--- src/rtl/isr_pkg.sv ---
package isr_pkg;
  localparam int IER_W  = 8;
  localparam int NSRC   = 6;
  localparam int SRC_IW = $clog2(NSRC);

  // enable bit positions
  localparam int EN_RX = 0;
  localparam int EN_TX = 1;
  localparam int EN_LS = 2;
  localparam int EN_MS = 3;
  localparam int EN_SC = 4;

  // priority slots, 0 is highest
  typedef enum logic [SRC_IW-1:0] {
    SLOT_LS  = 3'd0,
    SLOT_TMO = 3'd1,
    SLOT_RDY = 3'd2,
    SLOT_SC  = 3'd3,
    SLOT_TX  = 3'd4,
    SLOT_MS  = 3'd5
  } slot_e;

  localparam logic [7:0] CODE_NONE = 8'h01;
  localparam logic [7:0] CODE_LS   = 8'h06;
  localparam logic [7:0] CODE_TMO  = 8'h0C;
  localparam logic [7:0] CODE_RDY  = 8'h04;
  localparam logic [7:0] CODE_SC   = 8'h10;
  localparam logic [7:0] CODE_TX   = 8'h02;
  localparam logic [7:0] CODE_MS   = 8'h00;

  function automatic logic [7:0] slot_code(input logic [NSRC-1:0] grant);
    logic [7:0] c;
    c = CODE_NONE;
    for (int i = 0; i < NSRC; i++) begin
      if (grant[i]) begin
        case (slot_e'(i))
          SLOT_LS:  c = CODE_LS;
          SLOT_TMO: c = CODE_TMO;
          SLOT_RDY: c = CODE_RDY;
          SLOT_SC:  c = CODE_SC;
          SLOT_TX:  c = CODE_TX;
          default:  c = CODE_MS;
        endcase
      end
    end
    return c;
  endfunction
endpackage

--- src/rtl/isr_rst_sync.sv ---
module isr_rst_sync #(
  parameter int STAGES = 2
) (
  input  logic clk,
  input  logic rst_n,
  output logic rst_sync_n
);
  logic [STAGES-1:0] chain_q;
  logic [STAGES-1:0] chain_d;

  always_comb begin
    chain_d = {chain_q[STAGES-2:0], 1'b1};
  end

  always_ff @(posedge clk or negedge rst_n) begin
    if (!rst_n) chain_q <= '0;
    else        chain_q <= chain_d;
  end

  assign rst_sync_n = chain_q[STAGES-1];
endmodule

--- src/rtl/isr_sticky.sv ---
module isr_sticky #(
  parameter logic RST_VAL = 1'b0
) (
  input  logic clk,
  input  logic rst_n,
  input  logic set_i,
  input  logic clr_i,
  output logic q_o
);
  logic q_q;
  logic q_d;
  logic q_en;

  // set has precedence over clear
  always_comb begin
    q_en = set_i | clr_i;
    q_d  = set_i;
  end

  always_ff @(posedge clk or negedge rst_n) begin
    if (!rst_n)    q_q <= RST_VAL;
    else if (q_en) q_q <= q_d;
  end

  assign q_o = q_q;
endmodule

--- src/rtl/isr_rise_det.sv ---
module isr_rise_det #(
  parameter logic RST_VAL = 1'b1
) (
  input  logic clk,
  input  logic rst_n,
  input  logic lvl_i,
  output logic rise_o
);
  logic prev_q;

  always_ff @(posedge clk or negedge rst_n) begin
    if (!rst_n) prev_q <= RST_VAL;
    else        prev_q <= lvl_i;
  end

  assign rise_o = lvl_i & ~prev_q;
endmodule

--- src/rtl/isr_prio_enc.sv ---
module isr_prio_enc #(
  parameter int N = 6
) (
  input  logic [N-1:0] req_i,
  output logic [N-1:0] grant_o,
  output logic         any_o
);
  logic [N:0] taken;

  // index 0 wins; each slot is granted only if nothing above requested
  assign taken[0] = 1'b0;
  for (genvar g = 0; g < N; g++) begin : g_slot
    assign grant_o[g]  = req_i[g] & ~taken[g];
    assign taken[g+1]  = taken[g] | req_i[g];
  end
  assign any_o = taken[N];
endmodule

--- src/rtl/isr_encoder.sv ---
module isr_encoder
  import isr_pkg::*;
#(
  parameter int EN_W = IER_W
) (
  input  logic            clk,
  input  logic            rst_n,
  input  logic            rx_ready_i,
  input  logic            rx_timeout_evt_i,
  input  logic            thr_empty_i,
  input  logic            line_err_evt_i,
  input  logic            spec_char_evt_i,
  input  logic            modem_chg_i,
  input  logic [EN_W-1:0] ier_i,
  input  logic            isr_rd_i,
  input  logic            lsr_rd_i,
  input  logic            thr_wr_i,
  input  logic            rhr_rd_i,
  output logic            irq_o,
  output logic [7:0]      isr_o
);
  logic rst_sync_n;
  logic ls_pend, tmo_pend, sc_pend, tx_pend;
  logic tx_rise;
  logic [NSRC-1:0] req;
  logic [NSRC-1:0] grant;
  logic any_req;
  logic sc_clr, tx_clr;
  logic unused_ier_hi;

  assign unused_ier_hi = ^ier_i[EN_W-1:EN_SC+1];

  isr_rst_sync #(.STAGES(2)) u_rst (
    .clk(clk), .rst_n(rst_n), .rst_sync_n(rst_sync_n)
  );

  isr_rise_det #(.RST_VAL(1'b1)) u_tx_rise (
    .clk(clk), .rst_n(rst_sync_n), .lvl_i(thr_empty_i), .rise_o(tx_rise)
  );

  // status-read clears act only on the source currently reported
  always_comb begin
    sc_clr = isr_rd_i & grant[SLOT_SC];
    tx_clr = thr_wr_i | (isr_rd_i & grant[SLOT_TX]);
  end

  isr_sticky #(.RST_VAL(1'b0)) u_ls (
    .clk(clk), .rst_n(rst_sync_n), .set_i(line_err_evt_i), .clr_i(lsr_rd_i), .q_o(ls_pend)
  );
  isr_sticky #(.RST_VAL(1'b0)) u_tmo (
    .clk(clk), .rst_n(rst_sync_n), .set_i(rx_timeout_evt_i), .clr_i(rhr_rd_i), .q_o(tmo_pend)
  );
  isr_sticky #(.RST_VAL(1'b0)) u_sc (
    .clk(clk), .rst_n(rst_sync_n), .set_i(spec_char_evt_i), .clr_i(sc_clr), .q_o(sc_pend)
  );
  isr_sticky #(.RST_VAL(1'b1)) u_tx (
    .clk(clk), .rst_n(rst_sync_n), .set_i(tx_rise), .clr_i(tx_clr), .q_o(tx_pend)
  );

  always_comb begin
    req            = '0;
    req[SLOT_LS]   = ls_pend     & ier_i[EN_LS];
    req[SLOT_TMO]  = tmo_pend    & ier_i[EN_RX];
    req[SLOT_RDY]  = rx_ready_i  & ier_i[EN_RX];
    req[SLOT_SC]   = sc_pend     & ier_i[EN_SC];
    req[SLOT_TX]   = tx_pend     & ier_i[EN_TX];
    req[SLOT_MS]   = modem_chg_i & ier_i[EN_MS];
  end

  isr_prio_enc #(.N(NSRC)) u_enc (
    .req_i(req), .grant_o(grant), .any_o(any_req)
  );

  assign irq_o = any_req;
  assign isr_o = slot_code(grant);
endmodule

--- config.mk ---
export PLATFORM = sky130hd
export DESIGN_NAME = isr_encoder
export DESIGN_NICKNAME = d
export VERILOG_FILES = /design/src/rtl/isr_pkg.sv /design/src/rtl/isr_rst_sync.sv /design/src/rtl/isr_sticky.sv /design/src/rtl/isr_rise_det.sv /design/src/rtl/isr_prio_enc.sv /design/src/rtl/isr_encoder.sv
export SDC_FILE = /design/constraint.sdc
export NUM_CORES = 1
export LEC_CHECK = 0
export CORE_AREA = 2 2 39 41
export DETAILED_ROUTE_END_ITERATION = 16
export DIE_AREA = 0 0 41 43
export PLACE_DENSITY = 0.7
export REMOVE_ABC_BUFFERS = 1
export SYNTH_ARGS = -nofsm -noshare
export SYNTH_HDL_FRONTEND = slang
export SYNTH_SLANG_ARGS = --single-unit
--- constraint.sdc ---
create_clock -name clk -period 1.4 [get_ports clk]
set_clock_uncertainty 0.2 [all_clocks]
set_input_delay 0.42 -clock clk [delete_from_list [all_inputs] [get_ports clk]]
set_output_delay 0.42 -clock clk [all_outputs]
set_load 0.01 [all_outputs]
==> impl_metrics.xml, run 1 <==
<?xml version="1.0" encoding="UTF-8"?>
<metrics>
  <group name="synthesis">
    <metric name="simple_gate_fraction_of_synth_area" unit="%">17.0</metric>
    <metric name="synth_compound_area_share" unit="%">20.7</metric>
    <metric name="synthesis.area" unit="µm²">345</metric>
    <metric name="yosys-mux-area-fraction" unit="%">0</metric>
    <metric name="yosysUniqueCellTypes" unit="">19</metric>
    <metric name="seq_area_frac_synth" unit="%">51.4</metric>
    <metric name="syn_inst" unit="">34</metric>
    <metric name="post_synth_xor_area_fraction" unit="%">0</metric>
    <metric name="synth.avg_cell_area" unit="µm²">10.2</metric>
    <metric name="combinational_family_with_the_most_area_after_synthesis" unit="">compound AO/OA/AOI/OAI gates</metric>
    <metric name="yosys_warnings" unit="">0</metric>
    <metric name="ys_seq_elements" unit="">7</metric>
    <metric name="synth_area_in_adders" unit="%">0</metric>
  </group>
  <group name="critical_path">
    <metric name="crit_required" unit="ns">0.78</metric>
    <metric name="worst-path-max-fanout" unit="">3</metric>
    <metric name="cp-end-kind" unit="">output port</metric>
    <metric name="setup.worst_path.class" unit="">reg2out</metric>
    <metric name="timing.critical_path.arrival" unit="ns">1.31</metric>
    <metric name="startpoint_type" unit="">register</metric>
  </group>
  <group name="sta">
    <metric name="grt_setup_unrepaired" unit="">yes</metric>
    <metric name="drv_slew" unit="">0</metric>
    <metric name="finalCriticalPeriod" unit="ns">1.93</metric>
    <metric name="final.period_utilization" unit="%">138</metric>
    <metric name="setup_viol_count_final" unit="">6</metric>
    <metric name="fin_setup_tns" unit="ns">-2.61</metric>
    <metric name="max_freq" unit="GHz">0.518</metric>
    <metric name="setup_ws" unit="ns">-0.532</metric>
    <metric name="final-hold-violation-count" unit="">0</metric>
  </group>
  <group name="grt">
    <metric name="pin_count_of_the_biggest_net_entering_global_routing" unit="">5</metric>
    <metric name="use_met1" unit="%">10.6</metric>
    <metric name="top_usage_layer" unit="">met2</metric>
    <metric name="wire_length_of_the_first_global_routing_pass" unit="mm">1.41</metric>
    <metric name="overflow" unit="">0</metric>
    <metric name="gr_util_met2" unit="%">21.6</metric>
    <metric name="global_route.usage.met3" unit="%">7.33</metric>
    <metric name="via_count_of_the_first_global_routing_pass" unit="">371</metric>
    <metric name="antenna_violations_before_repair" unit="">0</metric>
    <metric name="track_usage" unit="%">12.5</metric>
  </group>
  <group name="drt">
    <metric name="drt-initial-drc-count" unit="">1</metric>
    <metric name="dr_total_vias" unit="">367</metric>
    <metric name="drt_first_pass_iters" unit="">2</metric>
    <metric name="vias_per_cell" unit="">4.32</metric>
    <metric name="route.detailed.drc" unit="">0</metric>
    <metric name="avgRoutedWirePerCell" unit="µm">10.4</metric>
    <metric name="routed_wl" unit="µm">885</metric>
    <metric name="drtAntennaViolNets" unit="">0</metric>
  </group>
  <group name="place">
    <metric name="dp_worst_setup_slack" unit="ns">-1.17</metric>
    <metric name="placer_congestion_estimate" unit="">0.593</metric>
    <metric name="detailed_place.area" unit="µm²">608</metric>
    <metric name="post-dp-hpwl" unit="µm">602</metric>
    <metric name="place.port_buffers" unit="">22</metric>
  </group>
  <group name="min_path">
    <metric name="timing.hold.worst.class" unit="">reg2async</metric>
  </group>
  <group name="power">
    <metric name="worst_case_vdd_ir_drop" unit="mV">0.490</metric>
    <metric name="design_power_total" unit="mW">0.561</metric>
    <metric name="pwr_density_cell" unit="nW/µm²">838</metric>
    <metric name="power_leakage" unit="nW">0.320</metric>
  </group>
  <group name="final_layout">
    <metric name="commonest_cells_after_routing_fill_and_taps_aside" unit="">9 x clkdlybuf4s50_1, 8 x buf_4, 5 x dfrtp_1</metric>
    <metric name="mostFrequentLayoutCell" unit="">clkdlybuf4s50_1</metric>
    <metric name="nNetsFinal" unit="">90</metric>
    <metric name="finish.instance_area" unit="µm²">669</metric>
    <metric name="num_antenna_cells" unit="">0</metric>
    <metric name="areaGrowthSynthToFinish" unit="%">93.8</metric>
    <metric name="share_of_cells_above_drive_strength_1" unit="%">39.1</metric>
  </group>
  <group name="clocking">
    <metric name="root_buf_cell" unit="">clkbuf_4</metric>
    <metric name="cts-htree-levels" unit="">1</metric>
    <metric name="cts_buffers" unit="">3</metric>
    <metric name="worst_setup_hold_path_clk_slew" unit="ns">0.05</metric>
    <metric name="cts.sinks" unit="">7</metric>
    <metric name="clk_path_buf_depth" unit="">2</metric>
    <metric name="tritoncts" unit="">built</metric>
    <metric name="clk-insertion-delay-late" unit="ns">0.24</metric>
  </group>
  <group name="die">
    <metric name="floorplan.initialDensity" unit="%">25.0</metric>
    <metric name="placement_rows" unit="">14</metric>
    <metric name="die_height" unit="µm">43</metric>
    <metric name="core-area" unit="µm²">1380</metric>
    <metric name="horizontal_extent_of_the_die" unit="µm">41</metric>
    <metric name="number_of_ports_placed_on_the_die_boundary" unit="">29</metric>
    <metric name="die_area" unit="µm²">1760</metric>
  </group>
  <group name="job">
    <metric name="maxCapViolCount" unit="">0</metric>
  </group>
  <group name="status">
    <metric name="violations_in_the_final_reports" unit="">negative setup slack</metric>
    <metric name="run_status" unit="">finished, violations left</metric>
  </group>
</metrics>
[sequential cells by signal, summed over array words and instances, names as in the netlist]
signal,cells
u_ls.q_o,1
u_tx_rise.prev_q,1
u_tx.q_o,1
u_sc.q_o,1
u_tmo.q_o,1
u_rst.chain_q,2
[logic make-up (layout without fill, tap and decap cells)]
| logic type | Yosys count | count (layout) |
|---|---|---|
| and+or+nand+nor | 11 | 11 |
| AOI/OAI and AO/OA | 9 | 9 |
| DFF | 7 | 7 |
| buffers and inverters | 5 | 38 |
| other | 2 | 4 |
[worst max-delay path, stage by stage (launching register included)]
cell     delay, ns
dfrtp_1       0.39
o21ai_2       0.15
nand3_2       0.11
a221o_1       0.27
buf_2         0.14
[final timing paths]
path	start	end	slack, ns	depth (start not counted)
worst max register to register	u_tmo.q_o$_DFFE_PN0P_	u_sc.q_o$_DFFE_PN0P_	0.03	5
max in group asynchronous	u_rst.chain_q[1]$_DFF_PN0_	u_ls.q_o$_DFFE_PN0P_	0.38	1
worst min register to register	u_rst.chain_q[1]$_DFF_PN0_	u_tx.q_o$_DFFE_PN1P_	0.02	0
worst min-delay path	u_rst.chain_q[1]$_DFF_PN0_	u_tx.q_o$_DFFE_PN1P_	0.02	0
min in group clk	u_rst.chain_q[0]$_DFF_PN0_	u_rst.chain_q[1]$_DFF_PN0_	0.15	0
worst max-delay path	u_tmo.q_o$_DFFE_PN0P_	irq_o	-0.53	4
[synth_stat cells]
| master | number | area [µm²] |
|---|---|---|
| o21ai_0 | 1 | 5.00 |
| conb_1 | 2 | 7.51 |
| dfstp_2 | 2 | 52.6 |
| buf_4 | 3 | 22.5 |
| o21ai_2 | 1 | 8.76 |
| nor2_1 | 1 | 3.75 |
| a221o_1 | 1 | 10.0 |
| nand3_2 | 1 | 10.0 |
| inv_1 | 2 | 7.51 |
| nand4_1 | 1 | 6.26 |
| dfrtp_1 | 5 | 125 |
| nor2b_1 | 2 | 12.5 |
| a21bo_2 | 1 | 10.0 |
| a221oi_1 | 1 | 8.76 |
| a21oi_1 | 1 | 5.00 |
| a21o_2 | 1 | 8.76 |
| nand2_1 | 5 | 18.8 |
| a21o_1 | 2 | 15.0 |
| and3_2 | 1 | 7.51 |
[layer usage]
| layer | vias up | part of all wire (%) |
|---|---|---|
| met3 | 0 | 9.4 |
| met4 | 0 | 0 |
| met1 | 171 | 34 |
| met2 | 16 | 57 |
| li1 | 180 | - |
| met5 | - | 0 |
[metrics by stage]
step           util, %  hold slack (ns)  cells
2_1_floorplan        -           -0.148     33
3_3_place_gp      43.9           -0.131     76
3_5_place_dp      43.9           -0.116     76
4_1_cts           47.5           0.0295     84
5_1_grt           48.4           0.0294     85
6_report          48.4           0.0177     85
[area by class of cell]
cell class              count  area [µm²]
flip-flops and latches      7         178
fillers                   144         714
multi-input cells          24         159
inverters                   2        7.51
clock buffers               4        26.3
well taps                  16        20.0
repair buffers             32         279
[where the power goes]
group / leakage (nW) / internal, mW / switching [mW]
combinational: 0.229 / 0.0947 / 0.0557
sequential: 0.0752 / 0.221 / 0.0105
clock: 0.0150 / 0.108 / 0.0705
[what timing repair did]
item	CTS	global route
hold buffers	1	0
hold endpoints to repair	3	0
endpoints found under the setup margin	7	7
gates resized for setup	41	1
pin swaps	6	2
setup buffers	6	1
Power figures use the tool's default switching activity.
==> inputs of run 2 (changes only) <==
--- a/config.mk
+++ b/config.mk
@@ -5,9 +5,9 @@
 export SDC_FILE = /design/constraint.sdc
 export NUM_CORES = 1
 export LEC_CHECK = 0
-export CORE_AREA = 2 2 39 41
+export CORE_AREA = 3 3 40 42
 export DETAILED_ROUTE_END_ITERATION = 16
-export DIE_AREA = 0 0 41 43
+export DIE_AREA = 0 0 43 45
 export PLACE_DENSITY = 0.7
 export REMOVE_ABC_BUFFERS = 1
 export SYNTH_ARGS = -nofsm -noshare
==> run 2 against run 1 <==
Against the previous run:
- the flow still finishes with violations (negative setup slack)
- utilization up 5.9 points
- worst hold slack improved by 0.0051 ns
- register-to-register slack about the same
- via count increased by 2.2%
- global-route usage shrank 2.8 points
- combinational power up 9%
- wire length grew 1.8%
- worst setup slack worse by 0.037 ns
- final cell count grew 1.2%
- critical path type unchanged
==> impl_metrics.xml, run 2 (synthesis results as in run 1) <==
<?xml version="1.0" encoding="UTF-8"?>
<metrics>
  <group name="critical_path">
    <metric name="ff2ff_path_depth" unit="">5</metric>
    <metric name="worstReg2RegStart" unit="">u_tmo.q_o$_DFFE_PN0P_</metric>
    <metric name="reg2reg_slack" unit="ns">0.02</metric>
    <metric name="critical-path-max-stage-delay" unit="ns">0.38</metric>
    <metric name="startpoint_type" unit="">register</metric>
    <metric name="cp-end-kind" unit="">output port</metric>
    <metric name="timing.critical_path.arrival" unit="ns">1.35</metric>
    <metric name="worstPathBufferInverterCount" unit="">1</metric>
    <metric name="timing.critical_path.depth" unit="">4</metric>
    <metric name="setup.worst_path.class" unit="">reg2out</metric>
    <metric name="worst-path-max-fanout" unit="">4</metric>
    <metric name="regToRegEndpoint" unit="">u_sc.q_o$_DFFE_PN0P_</metric>
    <metric name="critical-path-top-delay-family" unit="">compound AO/OA/AOI/OAI gates</metric>
    <metric name="crit_chain" unit="">o21ai_2 &gt; nand3_2 &gt; a221o_1 &gt; buf_2</metric>
    <metric name="crit_path_top_delay_cell" unit="">dfrtp_1</metric>
    <metric name="timing.critical_path.from" unit="">u_tmo.q_o$_DFFE_PN0P_</metric>
    <metric name="crit_required" unit="ns">0.78</metric>
  </group>
  <group name="die">
    <metric name="die_area" unit="µm²">1940</metric>
    <metric name="placement_rows" unit="">13</metric>
    <metric name="die_height" unit="µm">45</metric>
    <metric name="floorplan.initialDensity" unit="%">26.9</metric>
    <metric name="horizontal_extent_of_the_die" unit="µm">43</metric>
    <metric name="core-area" unit="µm²">1280</metric>
    <metric name="number_of_ports_placed_on_the_die_boundary" unit="">29</metric>
  </group>
  <group name="status">
    <metric name="run_status" unit="">finished, violations left</metric>
    <metric name="violations_in_the_final_reports" unit="">negative setup slack</metric>
  </group>
  <group name="final_layout">
    <metric name="regMostFlops" unit="">u_rst.chain_q</metric>
    <metric name="final-instance-count-excl-fill" unit="">86</metric>
    <metric name="share_of_cells_above_drive_strength_1" unit="%">45.1</metric>
    <metric name="multi_input_comb_area" unit="µm²">171</metric>
    <metric name="finalCoreUtilization" unit="%">54.2</metric>
    <metric name="final.fill_count" unit="">129</metric>
    <metric name="commonest_cells_after_routing_fill_and_taps_aside" unit="">11 x clkdlybuf4s50_1, 10 x buf_4, 5 x dfrtp_1</metric>
    <metric name="num_antenna_cells" unit="">0</metric>
    <metric name="nNetsFinal" unit="">92</metric>
    <metric name="layout.area.seq" unit="µm²">178</metric>
    <metric name="largest_register_ffs" unit="">2</metric>
    <metric name="areaGrowthSynthToFinish" unit="%">102</metric>
    <metric name="mostFrequentLayoutCell" unit="">clkdlybuf4s50_1</metric>
  </group>
  <group name="clocking">
    <metric name="cts-htree-levels" unit="">1</metric>
    <metric name="clk-insertion-delay-late" unit="ns">0.25</metric>
    <metric name="root_buf_cell" unit="">clkbuf_4</metric>
    <metric name="tritoncts" unit="">built</metric>
    <metric name="cts.sinks" unit="">7</metric>
    <metric name="clk_path_buf_depth" unit="">2</metric>
    <metric name="worst_setup_hold_path_clk_slew" unit="ns">0.05</metric>
    <metric name="cts_buffers" unit="">3</metric>
  </group>
  <group name="grt">
    <metric name="pin_count_of_the_biggest_net_entering_global_routing" unit="">5</metric>
    <metric name="overflow" unit="">0</metric>
    <metric name="via_count_of_the_first_global_routing_pass" unit="">337</metric>
    <metric name="track_usage" unit="%">9.66</metric>
    <metric name="wire_length_of_the_first_global_routing_pass" unit="mm">1.32</metric>
    <metric name="antenna_violations_before_repair" unit="">0</metric>
  </group>
  <group name="place">
    <metric name="placer_congestion_estimate" unit="">0.654</metric>
    <metric name="place.port_buffers" unit="">22</metric>
    <metric name="post-dp-hpwl" unit="µm">605</metric>
    <metric name="placed_cells_incl_taps" unit="">75</metric>
  </group>
  <group name="drt">
    <metric name="drt-initial-drc-count" unit="">1</metric>
    <metric name="avgRoutedWirePerCell" unit="µm">10.5</metric>
    <metric name="dr_total_vias" unit="">375</metric>
    <metric name="drt_first_pass_iters" unit="">3</metric>
    <metric name="drtAntennaViolNets" unit="">0</metric>
    <metric name="routed_wl" unit="µm">901</metric>
    <metric name="route.detailed.drc" unit="">0</metric>
    <metric name="vias_per_cell" unit="">4.36</metric>
  </group>
  <group name="sta">
    <metric name="grt_setup_unrepaired" unit="">yes</metric>
    <metric name="finalHoldWorstSlack" unit="ns">0.0228</metric>
    <metric name="setup_ws" unit="ns">-0.569</metric>
    <metric name="max_freq" unit="GHz">0.508</metric>
    <metric name="final-hold-violation-count" unit="">0</metric>
    <metric name="setup_viol_count_final" unit="">6</metric>
    <metric name="drv_slew" unit="">0</metric>
    <metric name="finalCriticalPeriod" unit="ns">1.97</metric>
    <metric name="final.period_utilization" unit="%">141</metric>
    <metric name="fin_setup_tns" unit="ns">-2.74</metric>
  </group>
  <group name="power">
    <metric name="worst_case_vdd_ir_drop" unit="mV">0.541</metric>
    <metric name="pwr_density_cell" unit="nW/µm²">832</metric>
    <metric name="power_leakage" unit="nW">0.330</metric>
  </group>
  <group name="job">
    <metric name="maxCapViolCount" unit="">0</metric>
  </group>
  <group name="min_path">
    <metric name="timing.hold.worst.class" unit="">reg2async</metric>
  </group>
</metrics>
run 2: metrics by stage:
stage	setup WS [ns]	total power [mW]	instance area, µm²
floorplan	-0.252	0.279	330
global placement	-1.14	0.372	607
detailed placement	-1.15	0.374	607
CTS	-0.540	0.579	679
global route	-0.642	0.618	697
finish	-0.569	0.580	697
run 2: worst reg2reg max path: cells and delay by family, from the launching register on:
family	cells	cell delay, ns
buf+inv	2	0.25
simple gates	1	0.09
flops	1	0.38
compound gates	2	0.35
run 2: area by class of cell:
class | count | share of cell area [%]
clock buffer | 4 | 3.77
inverter | 2 | 1.08
multi-input combinational | 24 | 24.6
sequential | 7 | 25.5
tap | 15 | 2.69
timing repair buffer | 34 | 42.4
run 2: routing by layer:
metal / part of all wire, % / track usage [%]
met1: 35 / 9.65
met2: 53 / 14.1
met3: 12 / 5.58
met4: 0 / 9.04
met5: 0 / 0
run 2: power by group:
group          switching [mW]  internal (mW)  leakage, nW
Sequential             0.0105          0.221       0.0752
Clock                  0.0762          0.109       0.0150
Combinational          0.0607          0.103        0.240
Total                   0.147          0.433        0.330
run 2: how the worst max path moves through the flow:
stage	end	slack [ns]
detailed placement	isr_o[0]	-1.15
global placement	isr_o[0]	-1.14
finish	irq_o	-0.57
global route	irq_o	-0.64
floorplan	isr_o[0]	-0.25
CTS	irq_o	-0.54
run 2: timing repair:
| action | 4_1_cts | 5_1_grt |
|---|---|---|
| pin swaps | 8 | 3 |
| hold buffers | 1 | 0 |
| resized for setup | 38 | 4 |
| setup endpoints to repair | 7 | 7 |
| buffers inserted | 6 | 1 |
| hold endpoints to repair | 3 | 0 |
